[src/rtl/dbf_pkg.sv]
package dbf_pkg;

    // Per-pin debounce state: settled on the output level, or one sample seen at a new level
    typedef enum logic {
        F_SETTLED = 1'b0,
        F_PENDING = 1'b1
    } flt_state_e;

    localparam int DBF_DIV_W_DEFAULT = 14;

endpackage

[src/rtl/dbf_sync.sv]
module dbf_sync #(
    parameter int W = 32
) (
    input  logic         clk,
    input  logic         rst_n,
    input  logic [W-1:0] d_async,
    output logic [W-1:0] d_sync
);

    logic [W-1:0] stage1_q;
    logic [W-1:0] stage2_q;

    always_ff @(posedge clk) begin
        if (!rst_n) begin
            stage1_q <= '0;
            stage2_q <= '0;
        end else begin
            stage1_q <= d_async;
            stage2_q <= stage1_q;
        end
    end

    assign d_sync = stage2_q;

endmodule

[src/rtl/dbf_divider.sv]
module dbf_divider #(
    parameter int DW = 14
) (
    input  logic          clk,
    input  logic          rst_n,
    input  logic          tick,
    input  logic          load,
    input  logic [DW-1:0] load_val,
    output logic [DW-1:0] div_q,
    output logic          stb
);

    logic [DW-1:0] cnt_q;
    logic          at_limit;

    assign at_limit = (cnt_q == div_q);

    // Load wins over a tick; a tick that reaches the limit wraps the count
    always_ff @(posedge clk) begin
        if (!rst_n) begin
            div_q <= '0;
            cnt_q <= '0;
        end else if (load) begin
            div_q <= load_val;
            cnt_q <= '0;
        end else if (tick) begin
            cnt_q <= at_limit ? '0 : cnt_q + 1'b1;
        end
    end

    assign stb = tick && !load && at_limit;

endmodule

[src/rtl/dbf_pin_filter.sv]
module dbf_pin_filter
    import dbf_pkg::*;
(
    input  logic clk,
    input  logic rst_n,
    input  logic active,
    input  logic smp,
    input  logic din,
    output logic level
);

    flt_state_e state_q;
    flt_state_e state_d;
    logic       level_q;
    logic       differs;

    assign differs = (din != level_q);

    // State register
    always_ff @(posedge clk) begin
        if (!rst_n) begin
            state_q <= F_SETTLED;
        end else begin
            state_q <= state_d;
        end
    end

    // Next state: disagree / confirm / retract / bypass
    always_comb begin
        state_d = state_q;
        unique case (state_q)
            F_SETTLED: begin
                if (active && smp && differs) begin
                    state_d = F_PENDING;
                end
            end
            F_PENDING: begin
                if (!active || smp) begin
                    state_d = F_SETTLED;
                end
            end
            default: state_d = F_SETTLED;
        endcase
    end

    // Output level: track input when bypassed, commit on a second disagreeing sample
    always_ff @(posedge clk) begin
        if (!rst_n) begin
            level_q <= 1'b0;
        end else if (!active) begin
            level_q <= din;
        end else if ((state_q == F_PENDING) && smp && differs) begin
            level_q <= din;
        end
    end

    assign level = level_q;

endmodule

[src/rtl/dbf_top.sv]
module dbf_top #(
    parameter int W  = 32,
    parameter int DW = dbf_pkg::DBF_DIV_W_DEFAULT
) (
    input  logic          clk,
    input  logic          rst_n,
    input  logic          slow_tick,
    input  logic [W-1:0]  pins_in,
    input  logic [W-1:0]  flt_en,
    input  logic [W-1:0]  dir_in,
    input  logic          div_wr,
    input  logic [DW-1:0] div_val,
    input  logic [W-1:0]  rd_mask,
    output logic [W-1:0]  rd_data
);

    logic [W-1:0]  pin_sync;
    logic [W-1:0]  pin_act;
    logic [W-1:0]  filt_lvl;
    logic [DW-1:0] div_q;
    logic          smp_stb;

    assign pin_act = flt_en & dir_in;

    dbf_sync #(.W(W)) u_sync (
        .clk     (clk),
        .rst_n   (rst_n),
        .d_async (pins_in),
        .d_sync  (pin_sync)
    );

    dbf_divider #(.DW(DW)) u_div (
        .clk      (clk),
        .rst_n    (rst_n),
        .tick     (slow_tick),
        .load     (div_wr),
        .load_val (div_val),
        .div_q    (div_q),
        .stb      (smp_stb)
    );

    for (genvar i = 0; i < W; i++) begin : g_pin
        dbf_pin_filter u_flt (
            .clk    (clk),
            .rst_n  (rst_n),
            .active (pin_act[i]),
            .smp    (smp_stb),
            .din    (pin_sync[i]),
            .level  (filt_lvl[i])
        );
    end

    assign rd_data = ((pin_act & filt_lvl) | (~pin_act & pin_sync)) & rd_mask;

endmodule

[config.mk]
export PLATFORM = sky130hd
export DESIGN_NAME = dbf_top
export DESIGN_NICKNAME = d
export VERILOG_FILES = /design/src/rtl/dbf_pkg.sv /design/src/rtl/dbf_sync.sv /design/src/rtl/dbf_divider.sv /design/src/rtl/dbf_pin_filter.sv /design/src/rtl/dbf_top.sv
export SDC_FILE = /design/constraint.sdc
export NUM_CORES = 1
export LEC_CHECK = 0
export BUFFER_PORTS_ARGS = -buffer_cell sky130_fd_sc_hd__buf_2
export CORE_ASPECT_RATIO = 1.25
export CORE_MARGIN = 1.5
export CORE_UTILIZATION = 54
export DETAILED_ROUTE_END_ITERATION = 8
export PLACE_DENSITY_LB_ADDON = 0.15
export SLEW_MARGIN = 40
export SYNTH_ARGS = -nofsm -noshare
export SYNTH_HDL_FRONTEND = slang
export SYNTH_HIERARCHICAL = 1
export SYNTH_SLANG_ARGS = --single-unit
[constraint.sdc]
create_clock -name clk -period 6.9 [get_ports clk]
set_clock_uncertainty 0.1 [all_clocks]
set_input_delay 1.38 -clock clk [delete_from_list [all_inputs] [get_ports clk]]
set_output_delay 1.38 -clock clk [all_outputs]
set_load 0.03 [all_outputs]
==> run_results.csv <==
group,metric,value,unit
final_layout,drive_gt1_share,42.7,%
clock_network,clock_sink_count,156,
timing,rsz0062_at_grt,"false",
setup_path,crit_path_end_kind,"flop",
floorplan,fp.dieW,107,um
run_status,run_status,"finished, final reports clean",
clock_network,cts_repair_resize_count,0,
grt,global_route.overflow_total,0,
drt,wirelength_routed,15.4,mm
clock_network,clock_root_buffer,"sky130_fd_sc_hd__clkbuf_16",
drt,drt-pass1-iter-count,7,
pwr,powerDensity,236,nW/um^2
timing,finalCriticalPeriod,3.86,ns
yosys,seq_area_frac_synth,42.5,%
placed_design,dpl_cell_area,8410,sq um
drt,drt_iter0_drc,224,
clock_network,clk_buf_depth,2,
hold_path,hold_class,"flop to flop",
placed_design,dpl.hpwl,10.8,mm
yosys,post-synth-top-area-cell,"sky130_fd_sc_hd__dfxtp_1",
yosys,post_synth.cell_area_avg,10.2,sq um
floorplan,core_region_area,13300,sq um
setup_path,critical_path_required,7.14,ns
placed_design,port_buffers,177,
timing,drv_slew,0,
timing,post-route-period-util,55.9,%
final_layout,synthToLayoutAreaGrowth,23.2,%
floorplan,initial_core_util,55.3,%
final_layout,sequential_cell_area,3120,sq um
timing,max_slew.worst_pin.slew,0.796,ns
yosys,synthesis.instances,720,
setup_path,critical_path.max_fanout,57,
grt,grt_antenna_before_repair,0,
setup_path,critPathLaunchType,"primary input",
drt,route.vias.total,5899,
grt,met3_usage,4.55,%
timing,maxClockFrequency,259,MHz
placed_design,gp_congestion,0.783,
grt,top_usage_layer,"met2",
grt,global_route.usage.met2,38.4,%
timing,finalSetupViolations,0,
yosys,synthesis.area,7350,sq um
run,maxCapViolCount,0,
final_layout,finish.utilization,68.1,%
clock_network,cts.reportedPaths.clkPinSlew,0.06,ns
final_layout,fill_cells,1092,
clock_network,post_cts.repair.setup_buffers,0,
floorplan,dieHeight,133,um
pwr,static-leakage-power,3.50,nW
clock_network,clk_latency,0.42,ns
clock_network,tritoncts,"built",
clock_network,cts.htree.levels,4,
grt,grt_pass1_wl,25.4,mm
setup_path,worst_ep_arrival_time,4.10,ns
yosys,synthDistinctLibCells,28,
grt,grt_max_degree,115,
clock_network,cts_buffers,17,
yosys,synth_seq_cells,156,
final_layout,stdcell_area,9050,sq um
drt,vias_per_cell,5.42,
floorplan,die_footprint,14300,sq um
grt,gr-usage-met1,25.6,%
yosys,yosysWarningCount,6,
yosys,synthesis.nets,868,
timing,hold_viol_final,0,
drt,route.antenna.remaining_nets,0,
grt,grt.total_usage,21.9,%
setup_path,r2r_setup_slack,3.41,ns
setup_path,path_class,"primary input to flop",
timing,setup-tns-final,0,ns
grt,grt_pass1_vias,5684,
pwr,ir_drop,160,uV
timing,relSlewSlack,46.9,%
drt,route.detailed.drc,0,
final_layout,design.final.nets,1053,
final_layout,insertedDiodeCount,0,
yosys,synth.area.top_cells,"sky130_fd_sc_hd__dfxtp_1, sky130_fd_sc_hd__nand4b_1, sky130_fd_sc_hd__and2_2",
final_layout,multi_input_comb_area,4140,sq um
drt,wire_per_inst,14.1,um
clock_network,cts_hold_buf,0,
yosys,yosys.area.top_type_share,42.5,%
floorplan,placementRows,47,
floorplan,io_pins,178,
## cells in the final DEF (no fill, tap or decap), drive strengths merged, types with 15 or more instances in the layout
cell type,netlist,final
nand2,102,102
and2,96,96
buf,7,181
nor2b,15,15
nand4,42,42
a21boi,32,32
o21ai,64,64
mux2i,47,47
xnor2,56,56
nand4b,64,64
nor3,18,18
dfxtp,156,156
clkbuf,8,19
## registers in the layout, indices dropped and copies added (netlist names)
signal and flops:
u_div/div_q 14, u_div/cnt_q 14, u_sync/d_sync 32, g_pin.u_flt/level 32, g_pin.u_flt/state_q 32, u_sync/stage1_q 32
## cell type report
| type | count | share of cell area [%] |
|---|---|---|
| clock inverter | 13 | 2.07 |
| tap | 171 | 2.36 |
| timing repair buffer | 181 | 10.3 |
| multi-input combinational | 549 | 45.8 |
| sequential | 156 | 34.5 |
| clock buffer | 19 | 5.00 |
## worst paths after layout
check / startpoint / to / cells past startpoint
min: u_sync/stage1_q[30]$_SDFF_PN0_ / u_sync/d_sync[30]$_SDFF_PN0_ / 1
min reg2reg: u_sync/stage1_q[30]$_SDFF_PN0_ / u_sync/d_sync[30]$_SDFF_PN0_ / 1
max: slow_tick / g_pin[1].u_flt/state_q$_SDFF_PN0_ / 8
max reg2reg: u_div/cnt_q[2]$_SDFFE_PP0P_ / g_pin[1].u_flt/state_q$_SDFF_PN0_ / 8
## cell families after synthesis
logic type | synth area share, %
compound gates | 10.9
xor+xnor | 7.34
fa+ha+maj | 0.340
buf+inv | 1.24
flops | 42.5
mux | 6.40
simple gates | 31.3
## Yosys cell counts
| master | n |
|---|---|
| sky130_fd_sc_hd__mux2i_1 | 47 |
| sky130_fd_sc_hd__nor3_2 | 10 |
| sky130_fd_sc_hd__a21boi_2 | 32 |
| sky130_fd_sc_hd__ha_1 | 2 |
| sky130_fd_sc_hd__nand2_1 | 102 |
| sky130_fd_sc_hd__buf_6 | 3 |
| sky130_fd_sc_hd__and2_2 | 64 |
| sky130_fd_sc_hd__nand4_4 | 1 |
| sky130_fd_sc_hd__nor2_1 | 3 |
| sky130_fd_sc_hd__buf_2 | 4 |
| sky130_fd_sc_hd__xnor2_2 | 3 |
| sky130_fd_sc_hd__nor4_4 | 2 |
| sky130_fd_sc_hd__nand3_1 | 1 |
| sky130_fd_sc_hd__o21ai_2 | 32 |
| sky130_fd_sc_hd__nand4_1 | 40 |
| sky130_fd_sc_hd__nand4b_1 | 64 |
| sky130_fd_sc_hd__nor3_1 | 8 |
| sky130_fd_sc_hd__nor2b_1 | 15 |
| sky130_fd_sc_hd__nand2b_1 | 1 |
| sky130_fd_sc_hd__clkbuf_2 | 6 |
| sky130_fd_sc_hd__xor2_1 | 3 |
| sky130_fd_sc_hd__clkbuf_1 | 2 |
| sky130_fd_sc_hd__and2_4 | 32 |
| sky130_fd_sc_hd__nand4_2 | 1 |
| sky130_fd_sc_hd__o21ai_1 | 32 |
| sky130_fd_sc_hd__xnor2_1 | 53 |
| sky130_fd_sc_hd__dfxtp_1 | 156 |
| sky130_fd_sc_hd__nor4_2 | 1 |
## layer usage
layer / share of wire (%) / wire [um]
met5: 0 / 0
met4: 1.9 / 286
met3: 4.9 / 757
met2: 51 / 7840
met1: 42 / 6470
## metrics by stage
step | setup slack, ns | power (mW) | std cells | hold slack [ns]
finish | 3.04 | 2.14 | 1089 | 0.345
global route | 2.86 | 2.22 | 1089 | 0.355
CTS | 3.09 | 2.16 | 1089 | 0.347
detailed placement | 2.66 | 1.16 | 1057 | 0.332
global placement | 2.40 | 1.15 | 1055 | 0.328
floorplan | 0.567 | 1.08 | 720 | 0.326
## power breakdown
part           total (mW)  switching [mW]  leakage (nW)  internal, mW
logic               0.195          0.0958          1.92        0.0992
registers           0.949          0.0202          1.28         0.929
clock network       0.996           0.369         0.306         0.626
total                2.14           0.485          3.50          1.65
## critical path, stage by stage
cell	delay, ns
sky130_fd_sc_hd__buf_2	0.19
sky130_fd_sc_hd__nand4_1	0.17
sky130_fd_sc_hd__nor4_4	0.52
sky130_fd_sc_hd__buf_4	0.30
sky130_fd_sc_hd__nor2b_4	0.50
sky130_fd_sc_hd__buf_4	0.64
sky130_fd_sc_hd__nand4b_1	0.20
sky130_fd_sc_hd__o21ai_1	0.18
No activity file was read; power rests on OpenSTA's default activity.
